`src/rtl/edo_pkg.sv`:
```
package edo_pkg;

   typedef enum logic [2:0] {
      ST_IDLE = 3'd0,
      ST_ACT  = 3'd1,
      ST_PRE  = 3'd2,
      ST_RCAS = 3'd3,
      ST_RRAS = 3'd4
   } edo_state_e;

   function automatic int imax(input int a, input int b);
      return (a > b) ? a : b;
   endfunction

endpackage

```
`src/rtl/edo_ref_timer.sv`:
```
module edo_ref_timer #(
   parameter int INTERVAL = 1560
) (
   input  logic clk,
   input  logic rst_n,
   output logic tick
);
   localparam int CW = $clog2(INTERVAL);

   if (INTERVAL < 2) begin : g_bad_interval
      $error("edo_ref_timer: INTERVAL must be at least 2");
   end

   logic [CW-1:0] cnt;

   always_ff @(posedge clk) begin
      if (!rst_n) begin
         cnt <= '0;
      end else if (cnt == CW'(INTERVAL - 1)) begin
         cnt <= '0;
      end else begin
         cnt <= cnt + 1'b1;
      end
   end

   assign tick = (cnt == CW'(INTERVAL - 1));

endmodule

```
`src/rtl/edo_mask_gen.sv`:
```
module edo_mask_gen #(
   parameter int LANES  = 4,
   parameter int LANE_W = 8,
   localparam int DATA_W = LANES * LANE_W
) (
   input  logic              wr_active,
   input  logic [LANES-1:0]  be,
   input  logic [DATA_W-1:0] wdata,
   output logic [LANES-1:0]  mask,
   output logic [DATA_W-1:0] din
);
   if (LANES < 1 || LANE_W < 1) begin : g_bad_lanes
      $error("edo_mask_gen: LANES and LANE_W must be positive");
   end

   for (genvar i = 0; i < LANES; i++) begin : g_lane
      // enabled byte raises its mask line; a LOW line protects the byte
      assign mask[i] = wr_active & be[i];
      assign din[i*LANE_W +: LANE_W] = wr_active ? wdata[i*LANE_W +: LANE_W] : '0;
   end

endmodule

```
`src/rtl/edo_seq.sv`:
```
module edo_seq import edo_pkg::*; #(
   parameter int ROW_W  = 9,
   parameter int COL_W  = 8,
   parameter int DATA_W = 32,
   parameter int BE_W   = 4,
   parameter int T_RAC  = 3,
   parameter int T_RP   = 2,
   parameter int T_RC   = 6,
   localparam int ADDR_W = ROW_W + COL_W
) (
   input  logic              clk,
   input  logic              rst_n,
   input  logic              req_valid,
   output logic              req_ready,
   input  logic              req_write,
   input  logic [ADDR_W-1:0] req_addr,
   input  logic [DATA_W-1:0] req_wdata,
   input  logic [BE_W-1:0]   req_be,
   input  logic              ref_tick,
   output logic              rsp_valid,
   output logic [DATA_W-1:0] rsp_rdata,
   output logic              ras_n,
   output logic              cas_n,
   output logic              we_n,
   output logic              oe_n,
   output logic [ROW_W-1:0]  row,
   output logic [COL_W-1:0]  col,
   output logic              wr_active,
   output logic [DATA_W-1:0] wdata_q,
   output logic [BE_W-1:0]   be_q,
   input  logic [DATA_W-1:0] dram_dout
);
   localparam int ACT_LEN = imax(T_RC - T_RP - 1, T_RAC);
   localparam int CNT_MAX = imax(ACT_LEN, T_RP);
   localparam int CW      = $clog2(CNT_MAX + 1);
   localparam int SW      = $clog2(T_RC + 1) + 1;

   if (T_RAC < 1 || T_RP < 1) begin : g_bad_timing
      $error("edo_seq: T_RAC and T_RP must be at least one cycle");
   end
   if (T_RC < T_RP + 2) begin : g_bad_cycle
      $error("edo_seq: T_RC too short for precharge");
   end

   edo_state_e        state;
   logic [CW-1:0]     cnt;
   logic              op_wr;
   logic [ADDR_W-1:0] addr_q;
   logic              ref_pend;

   wire act_last  = (cnt == CW'(ACT_LEN - 1));
   wire pre_last  = (cnt == CW'(T_RP - 1));
   wire rd_sample = (state == ST_ACT) && !op_wr && (cnt == CW'(T_RAC - 1));

   always_ff @(posedge clk) begin
      if (!rst_n) begin
         state   <= ST_IDLE;
         cnt     <= '0;
         op_wr   <= 1'b0;
         addr_q  <= '0;
         wdata_q <= '0;
         be_q    <= '0;
      end else begin
         unique case (state)
            ST_IDLE: begin
               cnt <= '0;
               if (ref_pend) begin
                  state <= ST_RCAS;
               end else if (req_valid) begin
                  state   <= ST_ACT;
                  op_wr   <= req_write;
                  addr_q  <= req_addr;
                  wdata_q <= req_wdata;
                  be_q    <= req_be;
               end
            end
            ST_ACT: begin
               if (act_last) begin
                  state <= ST_PRE;
                  cnt   <= '0;
               end else begin
                  cnt <= cnt + 1'b1;
               end
            end
            ST_PRE: begin
               if (pre_last) begin
                  state <= ST_IDLE;
                  cnt   <= '0;
               end else begin
                  cnt <= cnt + 1'b1;
               end
            end
            ST_RCAS: begin
               state <= ST_RRAS;
               cnt   <= '0;
            end
            ST_RRAS: begin
               if (act_last) begin
                  state <= ST_PRE;
                  cnt   <= '0;
               end else begin
                  cnt <= cnt + 1'b1;
               end
            end
            default: begin
               state <= ST_IDLE;
               cnt   <= '0;
            end
         endcase
      end
   end

   // refresh request: a new tick wins over completion
   always_ff @(posedge clk) begin
      if (!rst_n) begin
         ref_pend <= 1'b0;
      end else if (ref_tick) begin
         ref_pend <= 1'b1;
      end else if (state == ST_RRAS && act_last) begin
         ref_pend <= 1'b0;
      end
   end

   always_ff @(posedge clk) begin
      if (!rst_n) begin
         rsp_valid <= 1'b0;
         rsp_rdata <= '0;
      end else begin
         rsp_valid <= rd_sample;
         if (rd_sample) begin
            rsp_rdata <= dram_dout;
         end
      end
   end

   always_comb begin
      ras_n     = !(state == ST_ACT || state == ST_RRAS);
      cas_n     = !((state == ST_ACT && cnt != '0) || state == ST_RCAS || state == ST_RRAS);
      we_n      = !(state == ST_ACT && op_wr);
      oe_n      = !(state == ST_ACT && !op_wr);
      wr_active = (state == ST_ACT) && op_wr;
      req_ready = (state == ST_IDLE) && !ref_pend;
   end

   assign row = addr_q[ADDR_W-1:COL_W];
   assign col = addr_q[COL_W-1:0];

   // ---------------- checks ----------------
   logic          ras_q;
   logic [SW-1:0] since_fall;
   logic [SW-1:0] hi_cnt;
   wire           ras_fell = ras_q && !ras_n;

   always_ff @(posedge clk) begin
      if (!rst_n) begin
         ras_q      <= 1'b1;
         since_fall <= SW'(T_RC);
         hi_cnt     <= SW'(T_RP);
      end else begin
         ras_q <= ras_n;
         if (ras_fell) begin
            since_fall <= SW'(1);
         end else if (since_fall != {SW{1'b1}}) begin
            since_fall <= since_fall + 1'b1;
         end
         if (!ras_n) begin
            hi_cnt <= '0;
         end else if (hi_cnt != {SW{1'b1}}) begin
            hi_cnt <= hi_cnt + 1'b1;
         end
      end
   end

   AST_IDLE_STROBES: assert property (@(posedge clk) disable iff (!rst_n)
      (state == ST_IDLE) |-> (ras_n && cas_n && we_n && oe_n));
   AST_ACCESS_CAS_LAGS: assert property (@(posedge clk) disable iff (!rst_n)
      (ras_fell && state == ST_ACT) |-> (cas_n ##1 !cas_n));
   AST_CBR_ORDER: assert property (@(posedge clk) disable iff (!rst_n)
      ($fell(cas_n) && ras_n) |-> (we_n ##1 (!ras_n && !cas_n)));
   AST_RAS_PRECHARGE: assert property (@(posedge clk) disable iff (!rst_n)
      ras_fell |-> (hi_cnt >= SW'(T_RP)));
   AST_ROW_CYCLE: assert property (@(posedge clk) disable iff (!rst_n)
      ras_fell |-> (since_fall >= SW'(T_RC)));
   AST_REF_FIRST: assert property (@(posedge clk) disable iff (!rst_n)
      (state == ST_IDLE && ref_pend) |=> (state == ST_RCAS));
   AST_RSP_PULSE: assert property (@(posedge clk) disable iff (!rst_n)
      rsp_valid |=> !rsp_valid);
   AST_RSP_AFTER_READ: assert property (@(posedge clk) disable iff (!rst_n)
      rsp_valid |-> ($past(!oe_n) && $past(we_n)));
   AST_BUSY_NOT_READY: assert property (@(posedge clk) disable iff (!rst_n)
      (!ras_n || !cas_n) |-> !req_ready);

endmodule

```
`src/rtl/edo_macro_ctl.sv`:
```
module edo_macro_ctl #(
   parameter int ROW_W        = 9,
   parameter int COL_W        = 8,
   parameter int LANE_W       = 8,
   parameter int LANES        = 4,
   parameter int T_RAC        = 3,
   parameter int T_RP         = 2,
   parameter int T_RC         = 6,
   parameter int REF_INTERVAL = 1560,
   localparam int ADDR_W = ROW_W + COL_W,
   localparam int DATA_W = LANE_W * LANES
) (
   input  logic              clk,
   input  logic              rst_n,
   input  logic              req_valid,
   output logic              req_ready,
   input  logic              req_write,
   input  logic [ADDR_W-1:0] req_addr,
   input  logic [DATA_W-1:0] req_wdata,
   input  logic [LANES-1:0]  req_be,
   output logic              rsp_valid,
   output logic [DATA_W-1:0] rsp_rdata,
   output logic              dram_ras_n,
   output logic              dram_cas_n,
   output logic              dram_we_n,
   output logic              dram_oe_n,
   output logic [ROW_W-1:0]  dram_row,
   output logic [COL_W-1:0]  dram_col,
   output logic [LANES-1:0]  dram_mask,
   output logic [DATA_W-1:0] dram_din,
   input  logic [DATA_W-1:0] dram_dout
);
   if (ROW_W < 1 || COL_W < 1) begin : g_bad_addr
      $error("edo_macro_ctl: address fields must be non-empty");
   end
   if (REF_INTERVAL <= T_RC + 2) begin : g_bad_ref
      $error("edo_macro_ctl: refresh interval shorter than a row cycle");
   end

   logic              ref_tick;
   logic              wr_active;
   logic [DATA_W-1:0] wdata_q;
   logic [LANES-1:0]  be_q;

   edo_ref_timer #(.INTERVAL(REF_INTERVAL)) u_timer (
      .clk   (clk),
      .rst_n (rst_n),
      .tick  (ref_tick)
   );

   edo_seq #(
      .ROW_W (ROW_W), .COL_W (COL_W), .DATA_W (DATA_W), .BE_W (LANES),
      .T_RAC (T_RAC), .T_RP (T_RP), .T_RC (T_RC)
   ) u_seq (
      .clk       (clk),
      .rst_n     (rst_n),
      .req_valid (req_valid),
      .req_ready (req_ready),
      .req_write (req_write),
      .req_addr  (req_addr),
      .req_wdata (req_wdata),
      .req_be    (req_be),
      .ref_tick  (ref_tick),
      .rsp_valid (rsp_valid),
      .rsp_rdata (rsp_rdata),
      .ras_n     (dram_ras_n),
      .cas_n     (dram_cas_n),
      .we_n      (dram_we_n),
      .oe_n      (dram_oe_n),
      .row       (dram_row),
      .col       (dram_col),
      .wr_active (wr_active),
      .wdata_q   (wdata_q),
      .be_q      (be_q),
      .dram_dout (dram_dout)
   );

   edo_mask_gen #(.LANES(LANES), .LANE_W(LANE_W)) u_mask (
      .wr_active (wr_active),
      .be        (be_q),
      .wdata     (wdata_q),
      .mask      (dram_mask),
      .din       (dram_din)
   );

   AST_MASK_ONLY_WRITE: assert property (@(posedge clk) disable iff (!rst_n)
      (|dram_mask) |-> (!dram_we_n && !dram_ras_n && dram_oe_n));

endmodule

```
`config.mk`:
```
export PLATFORM = sky130hd
export DESIGN_NAME = edo_macro_ctl
export DESIGN_NICKNAME = d
export VERILOG_FILES = /design/src/rtl/edo_pkg.sv /design/src/rtl/edo_ref_timer.sv /design/src/rtl/edo_mask_gen.sv /design/src/rtl/edo_seq.sv /design/src/rtl/edo_macro_ctl.sv
export SDC_FILE = /design/constraint.sdc
export NUM_CORES = 1
export LEC_CHECK = 0
export ABC_CLOCK_PERIOD_IN_PS = 2500
export BUFFER_PORTS_ARGS = -buffer_cell sky130_fd_sc_hd__clkbuf_2
export CAP_MARGIN = 20
export CELL_PAD_IN_SITES_DETAIL_PLACEMENT = 1
export CELL_PAD_IN_SITES_GLOBAL_PLACEMENT = 2
export CORE_ASPECT_RATIO = 1.75
export CORE_UTILIZATION = 26
export DETAILED_ROUTE_END_ITERATION = 12
export GPL_TIMING_DRIVEN = 0
export PLACE_DENSITY = 0.88
export SLEW_MARGIN = 15
export SYNTH_ARGS = -nofsm -noshare
export SYNTH_HDL_FRONTEND = slang
export SYNTH_SLANG_ARGS = --single-unit
export TNS_END_PERCENT = 50
```
`constraint.sdc`:
```
create_clock -name clk -period 2.5 [get_ports clk]
set_input_delay 0.125 -clock clk [delete_from_list [all_inputs] [get_ports clk]]
set_output_delay 0.125 -clock clk [all_outputs]
set_load 0.01 [all_outputs]
```
# Word-level counts from Yosys, hierarchy flattened
# Index checks and enable logic that the tools add are counted.
[totals]
inputBits = 89
reg_bits = 104
output_inout_bits = 91
elab_cells = 64
[op_classes]
n_bitwise = 6
mux = 14
n_eq_ne = 10
reduce_logical = 22
add_sub_neg = 2
[op_table]
columns = ["op", "count"]
rows = [
  ["8-bit two-way mux", 4],
  ["3-bit two-way mux", 4],
  ["3-bit case mux with 4 select lines", 1],
  ["11-bit by 1-bit adder with 11-bit output, second input constant", 1],
  ["11-bit equality test, second input constant", 1],
  ["3-bit by 2-bit equality test with 1-bit output, second input constant", 2],
  ["1-bit logical AND", 6],
  ["1-bit logical NOT", 6],
  ["3-bit AND reduction", 2],
  ["1-bit AND", 4],
  ["2-bit two-way mux", 2],
  ["2-bit by 1-bit != test with 1-bit output, second input constant", 2],
  ["2-bit case mux with 2 select lines", 1],
  ["2-bit nonzero test", 2],
  ["2-bit OR reduction", 2],
  ["3-bit by 1-bit equality test with 1-bit output, second input constant", 1],
  ["3-bit equality test, second input constant", 1],
  ["3-bit logical NOT", 1],
  ["1-bit logical OR", 3],
  ["3-bit by 2-bit != test with 1-bit output, second input constant", 1],
  ["2-bit by 1-bit adder with 2-bit output, second input constant", 1],
  ["2-bit by 1-bit equality test with 1-bit output, second input constant", 1],
  ["2-bit equality test, second input constant", 1],
  ["1-bit two-way mux", 2],
  ["1-bit inverter", 2],
]

# Depth between registers and ports, before layout
# Gate-level depths: netlist (run 1).
[depth]
depth_word = 5
ltp_mapped = 7
mapped_depth_nobuf = 5

# Hierarchy
# Synthesis (run 1) repeated with hierarchy kept, for this count alone.
[unflattened]
hier_cells = 517
hier_area_um2 = 4594.4
[modules_own_cells]
columns = ["mod", "cells_per_inst", "area_each_um2", "n_inst", "seq_area_each_um2"]
rows = [
  ["edo_seq", 423, 3793.6, 1, 1861.8],
  ["edo_ref_timer", 55, 515.5, 1, 220.2],
  ["edo_mask_gen", 39, 285.3, 1, 0.0],
]

# Worst setup path before layout (run 1)
# Ideal clock, no wire load.
[synth_path]
path_kind = "register to register"
start = "register u_seq.state[1]"
end = "register u_seq.rsp_rdata[14]"
period_less_slack_ps = 1725
setup_ps = 115
arrival_time_ps = 1610
path_buffers = 3
t_required_ps = 2385
path_stages_with_launch = 8
setup_slack_ps = 775
path_cell_list = "dfxtp_1 buf_6 or3b_4 or3_1 buf_6 buf_6 nand3_1 o21ai_2"
[synth_between]
elab_chain_cells = 3
[synth_rtl]
columns = ["item", "line_no", "text"]
rows = [
  ["start, declared", "edo_seq.sv:45", "edo_state_e state;"],
  ["start signal, assigned", "edo_seq.sv:57", "state <= ST_IDLE;"],
  ["start signal, assigned", "edo_seq.sv:68", "state <= ST_RCAS;"],
  ["start signal, assigned", "edo_seq.sv:70", "state <= ST_ACT;"],
  ["3-bit by 1-bit equality test with 1-bit output", "edo_seq.sv:53", "wire rd_sample = (state == ST_ACT) && !op_wr && (cnt == CW'(T_RAC - 1));"],
  ["1-bit logical AND (2 in series)", "edo_seq.sv:53", ""],
  ["end signal, assigned", "edo_seq.sv:131", "rsp_rdata <= dram_dout;"],
  ["end, declared", "edo_seq.sv:21", "output logic [DATA_W-1:0] rsp_rdata,"],
]
# Every way passes these cells.
# A chain may end at the register's enable or synchronous reset.

# Worst setup path in the final report (run 1)
[layout_path]
start = "register u_seq.state[0]"
end = "output dram_din[24]"
[layout_between]
elab_chain_cells = 3
[layout_rtl]
columns = ["item", "line_no", "text"]
rows = [
  ["3-bit by 1-bit equality test with 1-bit output", "edo_seq.sv:141", "wr_active = (state == ST_ACT) && op_wr;"],
  ["1-bit logical AND", "edo_seq.sv:141", ""],
  ["8-bit two-way mux", "edo_mask_gen.sv:19", "assign din[i*LANE_W +: LANE_W] = wr_active ? wdata[i*LANE_W +: LANE_W] : '0;"],
  ["end, declared", "edo_macro_ctl.sv:30", "output logic [DATA_W-1:0] dram_din,"],
]
# Every way passes these cells.

==> results of run 1 <==
## per-stage QoR
step           total power (W)  instance area, um2
2_1_floorplan          0.00208                4250
3_3_place_gp           0.00226                5390
3_5_place_dp           0.00229                5390
4_1_cts                0.00373                6080
5_1_grt                0.00386                6090
6_report               0.00366                6090
## sequential cells by signal, summed over array words and instances (netlist names)
register,count
u_timer.cnt,11
u_seq.addr_q,17
u_seq.ref_pend,1
u_seq.be_q,4
u_seq.cnt,2
u_seq.state,3
u_seq.rsp_rdata,32
u_seq.rsp_valid,1
u_seq.op_wr,1
u_seq.wdata_q,32
## logic make-up (layout without fill, tap and decap cells)
logic type               after synthesis  after routing  synth area share
AND/OR/NAND/NOR                      260            260             0.295
flip-flops                           104            104             0.489
AO/OA/AOI/OAI                         98             98             0.142
buffers and inverters                 40            277            0.0503
XOR/XNOR                              10             10            0.0206
adder cells (fa/ha/maj)                1              1           0.00294
## critical path: cells and delay by family (launching register included)
kind          cells  cell delay, ns
simple gates      3            0.92
buf+inv           2            0.49
flops             1            0.43
## cells in the mapped netlist
cell / count
a21oi_1: 57
o22a_1: 2
or4b_1: 1
and3_1: 2
a22oi_1: 1
nor3_1: 3
o21ai_1: 8
o21ai_0: 3
and2_1: 37
buf_4: 1
nand4_1: 3
nand2_1: 145
or4_1: 1
buf_6: 7
xnor2_1: 2
inv_2: 1
nor4_1: 1
nand3_2: 12
xor2_1: 8
ha_1: 1
nand2b_1: 6
and4_1: 2
o21ba_2: 1
or3b_4: 1
o2bb2a_1: 1
o21ai_2: 22
clkbuf_1: 19
dfxtp_1: 104
o31ai_1: 2
buf_2: 6
nor2b_1: 4
o32a_1: 1
nand3_1: 23
nor2_1: 17
inv_1: 2
or3_1: 1
nor4_2: 1
buf_1: 4
## power by group
| group | leakage, nW | total [W] | internal, W | switching (W) |
|---|---|---|---|---|
| sequential | 0.847 | 0.00178 | 0.00174 | 0.0000452 |
| clock | 0.134 | 0.00136 | 0.000688 | 0.000673 |
| combinational | 1.70 | 0.000520 | 0.000226 | 0.000294 |
## final timing paths
check                               startpoint                               end  slack [ns]  depth (start not counted)
hold / removal                    req_addr[16]     u_seq.addr_q[16]$_SDFFE_PN0P_       0.007                          3
hold reg to reg   u_seq.addr_q[6]$_SDFFE_PN0P_      u_seq.addr_q[6]$_SDFFE_PN0P_        0.45                          2
setup reg to reg   u_seq.state[0]$_SDFFE_PN0P_  u_seq.rsp_rdata[10]$_SDFFE_PN0P_        0.58                          6
setup / recovery   u_seq.state[0]$_SDFFE_PN0P_                      dram_din[24]        0.18                          5
## area by class of cell
type,instances,area (um2)
Inverter,3,11.3
Multi-Input combinational cell,369,1970
Timing Repair Buffer,221,1320
Sequential cell,104,2080
Fill cell,1969,9860
Clock buffer,9,225
Tap cell,189,236
Buffer,37,203
Clock inverter,7,53.8
## routing by layer
layer / up-vias / global-route usage / part of all wire
li1: 2156 / - / -
met1: 2049 / 0.162 / 0.36
met2: 116 / 0.343 / 0.58
met3: 20 / 0.0256 / 0.033
met4: 0 / 0.0694 / 0.025
met5: - / 0 / 0
## what timing repair did
action	in CTS	in global routing
hold endpoints to repair	41	1
hold buffers	41	1
gates resized for setup	2	0
setup endpoints to repair	30	0
==> flow_summary.json, run 1 <==
{
  "drive_above_1_share": 0.331,
  "antennaDiodeCount": 0,
  "drtAntennaViolNets": 0,
  "fin_util": 0.382,
  "cts_tree": "yes",
  "synth_cells": 513,
  "powerDensity_nw_per_um2": 601,
  "arrival_ns": 2.19,
  "critPathMaxStageDelay_ns": 0.45,
  "power.leakage_nw": 2.68,
  "die_x_um": 98.7,
  "worst_slack_ns": 0.184,
  "crit_slowest_cell": "or3b_4",
  "ys_ff_latch": 104,
  "crit_fanout": 10,
  "grtUsageTotal": 0.167,
  "tightest_slew_ns": 0.680,
  "period_minus_slack_ns": 2.32,
  "maxCapViolations": 0,
  "viasPerCell": 4.62,
  "netlist.top_cell.by_area": "dfxtp_1",
  "grt_remaining_overflow": 0,
  "ios": 180,
  "totalWireLength_um": 13900,
  "detail_route.wl_per_cell_um": 14.8,
  "cp-end-kind": "output pin",
  "drt-initial-drc-count": 69,
  "pre_cts_ws_ns": 0.0502,
  "grt_pass1_wl_um": 22400,
  "die_h_um": 171,
  "synth_cell_types": 38,
  "syn_area_um2": 4250,
  "path_clk_slew_ns": 0.08,
  "grt_max_degree": 19,
  "h-tree-depth": 3,
  "grt_pass1_vias": 4635,
  "rsz0062_at_grt": "false",
  "final-setup-viol-count": 0,
  "peakVddDrop_mv": 0.299,
  "cts_setup_buffers": 0,
  "layout_common_cells": "179 x clkbuf_2, 145 x nand2_1, 104 x dfxtp_1",
  "area_delta_synth_final_pct": 43.2,
  "slew_violations": 0,
  "synth.avg_cell_area_um2": 8.29,
  "hold_class": "input pin to flip-flop",
  "fmax_ghz": 0.432,
  "ys_warn_count": 0,
  "dp.final_hpwl_um": 10600,
  "initial_core_util": 0.267,
  "clock-sinks": 104,
  "synth-seq-area-share": 0.489,
  "dr_total_vias": 4341,
  "fin_nets": 835,
  "dp.cells": 881,
  "timing_hold_violations_final": 0,
  "yosys.area.top_type_share": 0.489,
  "critical_path_class": "flip-flop to output pin",
  "synth.net_count": 603,
  "route.detailed.drc": 0,
  "timing.hold.ws_ns": 0.00684,
  "antenna_found_initial": 0,
  "core_area_um2": 16000,
  "clock_skew_ns": 0.0117,
  "io_buffer_count": 179,
  "cts_buffers": 9,
  "status": "finished, final reports clean",
  "post-route-period-util": 0.926,
  "slew_headroom": 0.546,
  "worstSkewPairLatency_ns": 0.35,
  "required_ns": 2.38,
  "place_congestion": 0.766,
  "crit_chain": "or3b_4 > nor2_4 > clkbuf_1 > and2_1 > clkbuf_2",
  "setup_tns_ns": 0,
  "ctsLongestPathBuffers": 2,
  "synth_area_leaders": "dfxtp_1 49%, nand2_1 13%, a21oi_1 6.7%",
  "cp-start-kind": "flip-flop",
  "stdcell_count": 939,
  "row_count": 61,
  "die-area_um2": 16900,
  "firstDrtPassIters": 6,
  "root_buffer": "clkbuf_16",
  "final_common_cell": "clkbuf_2"
}
Note: power is estimated with default switching activity, not from simulation.
==> run 2, diff against run 1 <==
--- a/config.mk
+++ b/config.mk
@@ -5,7 +5,7 @@
 export SDC_FILE = /design/constraint.sdc
 export NUM_CORES = 1
 export LEC_CHECK = 0
-export ABC_CLOCK_PERIOD_IN_PS = 2500
+export ABC_CLOCK_PERIOD_IN_PS = 2200
 export BUFFER_PORTS_ARGS = -buffer_cell sky130_fd_sc_hd__clkbuf_2
 export CAP_MARGIN = 20
 export CELL_PAD_IN_SITES_DETAIL_PLACEMENT = 1
==> constraint.sdc (replaced) <==
create_clock -name clk -period 2.2 [get_ports clk]
set_input_delay 0.11 -clock clk [delete_from_list [all_inputs] [get_ports clk]]
set_output_delay 0.11 -clock clk [all_outputs]
set_load 0.01 [all_outputs]
==> flow_summary.json, run 2 (same netlist as run 1, synthesis figures left out) <==
{
  "dr_total_vias": 4524,
  "seq_power_share": 0.480,
  "fmax_ghz": 0.478,
  "cp-end-kind": "output pin",
  "clock_skew_ns": 0.0119,
  "worstSkewPairLatency_ns": 0.35,
  "cts_buffers": 9,
  "p_clk_frac": 0.367,
  "antenna_found_initial": 0,
  "drt-initial-drc-count": 63,
  "layout_common_cells": "179 x clkbuf_2, 145 x nand2_1, 104 x dfxtp_1",
  "worst_slack_ns": 0.108,
  "drtAntennaViolNets": 0,
  "peakVddDrop_mv": 0.337,
  "slew_violations": 0,
  "route.detailed.drc": 0,
  "core_area_um2": 16000,
  "antennaDiodeCount": 0,
  "cp-start-kind": "flip-flop",
  "maxCapViolations": 0,
  "area_delta_synth_final_pct": 51.5,
  "timing_hold_violations_final": 0,
  "arrival_ns": 1.98,
  "status": "finished, final reports clean",
  "row_count": 61,
  "top_layer_used": "met4",
  "wl_met1_um": 5200,
  "required_ns": 2.09,
  "reg.largest.list": "u_seq.rsp_rdata: 32 flops, u_seq.wdata_q: 32 flops, u_seq.addr_q: 17 flops",
  "clock-sinks": 104,
  "powerDensity_nw_per_um2": 655,
  "die_h_um": 171,
  "p_comb_frac": 0.153,
  "final-setup-viol-count": 0,
  "grt_pass1_wl_um": 23600,
  "io_buffer_count": 179,
  "ctsLongestPathBuffers": 2,
  "slew_headroom": 0.551,
  "p_int_w": 0.00305,
  "critical_path_class": "flip-flop to output pin",
  "grt_remaining_overflow": 0,
  "die-area_um2": 16900,
  "drive_above_1_share": 0.322,
  "viasPerCell": 4.64,
  "wl_met2_um": 8610,
  "cts_tree": "yes",
  "timing.hold.ws_ns": 0.00364,
  "path_clk_slew_ns": 0.08,
  "swShare": 0.277,
  "route.met3.wl_um": 473,
  "fin_area_um2": 6440,
  "pre_cts_ws_ns": -0.235,
  "rsz0062_at_grt": "false",
  "final_common_cell": "clkbuf_2",
  "grtUsageTotal": 0.176,
  "detail_route.wl_per_cell_um": 15.1,
  "period_minus_slack_ns": 2.09,
  "grt_pass1_vias": 4871,
  "p_switching_w": 0.00117,
  "tightest_slew_ns": 0.674,
  "crit_fanout": 10,
  "root_buffer": "clkbuf_16",
  "hold_class": "input pin to flip-flop",
  "h-tree-depth": 3,
  "totalWireLength_um": 14700,
  "initial_core_util": 0.267,
  "fill_cells": 1945,
  "placed_cell_area_um2": 5390,
  "ios": 180,
  "die_x_um": 98.7,
  "grt_max_degree": 19,
  "fin_nets": 870,
  "place_congestion": 0.766,
  "post-route-period-util": 0.951,
  "power.leakage_nw": 2.85,
  "firstDrtPassIters": 6,
  "dp.final_hpwl_um": 10600
}
[run 2: final timing paths]
| check | start | end | slack [ns] | cells past startpoint |
|---|---|---|---|---|
| hold / removal | dram_dout[13] | u_seq.rsp_rdata[13]$_SDFFE_PN0P_ | 0.004 | 3 |
| hold reg to reg | u_seq.addr_q[6]$_SDFFE_PN0P_ | u_seq.addr_q[6]$_SDFFE_PN0P_ | 0.45 | 2 |
| setup / recovery | u_seq.state[0]$_SDFFE_PN0P_ | dram_din[27] | 0.11 | 5 |
| setup reg to reg | u_seq.state[0]$_SDFFE_PN0P_ | u_seq.rsp_rdata[25]$_SDFFE_PN0P_ | 0.28 | 6 |
[run 2: area by class of cell]
cell class / count / area, um2 / area share
well taps: 189 / 236 / 0.0367
multi-input cells: 369 / 1970 / 0.305
clock inverters: 7 / 53.8 / 0.00835
clock buffers: 9 / 225 / 0.0349
inverters: 3 / 11.3 / 0.00175
flip-flops and latches: 104 / 2080 / 0.323
repair buffers: 256 / 1660 / 0.258
plain buffers: 37 / 209 / 0.0324
[run 2: through the flow]
| step | util | TNS (ns) | cells | total power (W) |
|---|---|---|---|---|
| 6_report | 0.404 | 0 | 974 | 0.00422 |
| 3_3_place_gp | 0.338 | -2.69 | 881 | 0.00257 |
| 4_1_cts | 0.404 | 0 | 974 | 0.00429 |
| 3_5_place_dp | 0.338 | -4.86 | 881 | 0.00261 |
| 2_1_floorplan | - | 0 | 513 | 0.00237 |
| 5_1_grt | 0.404 | 0 | 974 | 0.00445 |
[run 2: worst max-delay path: stages, from the launching register on]
cell	delay, ns
dfxtp_1	0.43
or3b_4	0.45
nor2_4	0.23
clkbuf_4	0.24
and2_1	0.16
clkbuf_2	0.14
[run 2: metal layers]
metal,up-vias,GRT usage
li1,2227,-
met1,2143,0.171
met2,125,0.360
met3,29,0.0268
met4,0,0.0759
met5,-,0
[run 2: power by group through the flow]
| stage | logic [W] | clock network [W] | registers [W] |
|---|---|---|---|
| floorplan | 0.000298 | 0 | 0.00207 |
| global placement | 0.000509 | 0 | 0.00206 |
| detailed placement | 0.000537 | 0 | 0.00207 |
| CTS | 0.000651 | 0.00161 | 0.00203 |
| global route | 0.000716 | 0.00169 | 0.00204 |
| finish | 0.000646 | 0.00155 | 0.00203 |
[run 2: what timing repair did]
item,in CTS,in global routing
hold buffers,75,0
hold endpoints to repair,75,0
setup endpoints to repair,37,13
setup buffers,2,0
resized for setup,5,4
pin swaps,1,0
==> run 3, diff against run 2 <==
--- a/config.mk
+++ b/config.mk
@@ -8,13 +8,10 @@
 export ABC_CLOCK_PERIOD_IN_PS = 2200
 export BUFFER_PORTS_ARGS = -buffer_cell sky130_fd_sc_hd__clkbuf_2
 export CAP_MARGIN = 20
-export CELL_PAD_IN_SITES_DETAIL_PLACEMENT = 1
-export CELL_PAD_IN_SITES_GLOBAL_PLACEMENT = 2
 export CORE_ASPECT_RATIO = 1.75
-export CORE_UTILIZATION = 26
+export CORE_UTILIZATION = 48
 export DETAILED_ROUTE_END_ITERATION = 12
-export GPL_TIMING_DRIVEN = 0
-export PLACE_DENSITY = 0.88
+export PLACE_DENSITY = 0.89
 export SLEW_MARGIN = 15
 export SYNTH_ARGS = -nofsm -noshare
 export SYNTH_HDL_FRONTEND = slang
==> flow_summary.json, run 3 (same netlist as run 1, synthesis figures left out) <==
{
  "wl_met1_um": 4520,
  "maxCapViolations": 0,
  "antennaDiodeCount": 0,
  "ff2ff_setup_slack_ns": 0.22,
  "wl_met2_um": 6260,
  "final-setup-viol-count": 0,
  "reg2reg_to": "u_seq.rsp_rdata[10]$_SDFFE_PN0P_",
  "fin_nets": 834,
  "ff2ff_path_depth": 5,
  "crit_fanout": 37,
  "cp-end-kind": "output pin",
  "worstSkewPairLatency_ns": 0.34,
  "path_clk_slew_ns": 0.07,
  "ctsLongestPathBuffers": 2,
  "route.detailed.drc": 0,
  "firstDrtPassIters": 5,
  "place_congestion": 0.796,
  "route.met3.wl_um": 844,
  "hold_end": "u_seq.addr_q[6]$_SDFFE_PN0P_",
  "reg.largest.list": "u_seq.rsp_rdata: 32 flops, u_seq.wdata_q: 32 flops, u_seq.addr_q: 17 flops",
  "rsz0062_at_grt": "false",
  "die_h_um": 127,
  "swShare": 0.251,
  "p_switching_w": 0.00106,
  "tightest_slew_ns": 0.667,
  "fin_util": 0.719,
  "grt_max_degree": 67,
  "critical_path_class": "flip-flop to output pin",
  "io_buffer_count": 179,
  "clock-sinks": 104,
  "slew_violations": 0,
  "startpoint": "u_seq.state[1]$_SDFFE_PN0P_",
  "die_x_um": 73.2,
  "die-area_um2": 9260,
  "drtAntennaViolNets": 0,
  "drive_above_1_share": 0.327,
  "seq_power_share": 0.479,
  "timing_hold_violations_final": 0,
  "powerDensity_nw_per_um2": 685,
  "top_layer_used": "met4",
  "placed_cell_area_um2": 5190,
  "arrival_ns": 1.94,
  "period_minus_slack_ns": 2.05,
  "total_power_w": 0.00424,
  "slew_headroom": 0.555,
  "cp-start-kind": "flip-flop",
  "grt_pass1_vias": 4311,
  "p_comb_frac": 0.142,
  "cts_buffers": 9,
  "grt_pass1_wl_um": 18600,
  "clock_skew_ns": 0.00695,
  "final_common_cell": "clkbuf_2",
  "area_delta_synth_final_pct": 45.5,
  "power.leakage_nw": 2.76,
  "hold_depth": 3,
  "hold_class": "input pin to flip-flop",
  "dr_total_vias": 4379,
  "p_int_w": 0.00318,
  "cts_hold_buffers": 68,
  "regToRegStartpoint": "u_seq.state[1]$_SDFFE_PN0P_",
  "layout_common_cells": "179 x clkbuf_2, 144 x nand2_1, 104 x dfxtp_1",
  "drt-initial-drc-count": 191,
  "setup_tns_ns": 0,
  "peakVddDrop_mv": 0.470,
  "p_clk_frac": 0.380,
  "antenna_found_initial": 0,
  "dp.final_hpwl_um": 7150,
  "post-route-period-util": 0.933,
  "cts_setup_buffers": 0,
  "fmax_ghz": 0.487,
  "initial_core_util": 0.494,
  "viasPerCell": 5.06,
  "grt_remaining_overflow": 0,
  "row_count": 45,
  "hp-start": "req_addr[6]",
  "cts_resized": 0,
  "cts_tree": "yes",
  "status": "finished, final reports clean",
  "detail_route.wl_per_cell_um": 13.9,
  "core_area_um2": 8610,
  "grtUsageTotal": 0.257,
  "totalWireLength_um": 12100,
  "fin_area_um2": 6190,
  "ios": 180,
  "root_buffer": "clkbuf_16",
  "h-tree-depth": 3,
  "required_ns": 2.09
}
==> run 3: changes by cell type in the layout (fill, tap and decap cells not counted), moves of 2 or more <==
cell           delta
buf_1             -4
buf_12            +2
buf_2             -8
buf_4             +3
buf_6             -7
clkbuf_1         -16
dlygate4sd3_1     -5
==> run 3: per-stage QoR <==
step	setup slack [ns]	hold slack, ns	instances
6_report	0.148	0.00346	866
5_1_grt	0.0154	0.000713	866
4_1_cts	0.146	0.0000742	864
3_5_place_dp	0.291	0.336	780
3_3_place_gp	0.335	0.328	780
2_1_floorplan	0.475	0.243	513
==> run 3: worst max path at each step <==
stage	cells past startpoint	to	slack [ns]
6_report	5	dram_din[9]	0.15
5_1_grt	5	dram_din[9]	0.02
4_1_cts	5	dram_din[9]	0.15
3_5_place_dp	5	u_seq.rsp_rdata[2]$_SDFFE_PN0P_	0.29
3_3_place_gp	5	u_seq.rsp_rdata[2]$_SDFFE_PN0P_	0.33
2_1_floorplan	7	u_seq.rsp_rdata[14]$_SDFFE_PN0P_	0.47
==> run 3: per-layer routing <==
metal / GRT usage / vias to the layer above
met3: 0.0604 / 42
met4: 0.140 / 0
met5: 0 / -
li1: - / 2149
met1: 0.260 / 1992
met2: 0.468 / 196
==> run 3: final cells by class <==
class | count | area [um2]
Tap cell | 117 | 146
Fill cell | 609 | 2420
Timing Repair Buffer | 257 | 1680
Multi-Input combinational cell | 369 | 1970
Inverter | 3 | 11.3
Sequential cell | 104 | 2080
Clock buffer | 10 | 239
Clock inverter | 6 | 65.1
==> run 3: power by group through the flow <==
| stage | sequential [W] | combinational [W] | clock, W |
|---|---|---|---|
| global route | 0.00204 | 0.000659 | 0.00172 |
| global placement | 0.00206 | 0.000476 | 0 |
| detailed placement | 0.00207 | 0.000494 | 0 |
| CTS | 0.00203 | 0.000591 | 0.00163 |
| floorplan | 0.00207 | 0.000298 | 0 |
| finish | 0.00203 | 0.000601 | 0.00161 |
==> run 3: critical path, cell delays in order, from the launching register on <==
cell and delay [ns]:
dfxtp_1 0.40, or3b_4 0.46, nor2_2 0.09, buf_4 0.29, and2_1 0.21, clkbuf_2 0.14
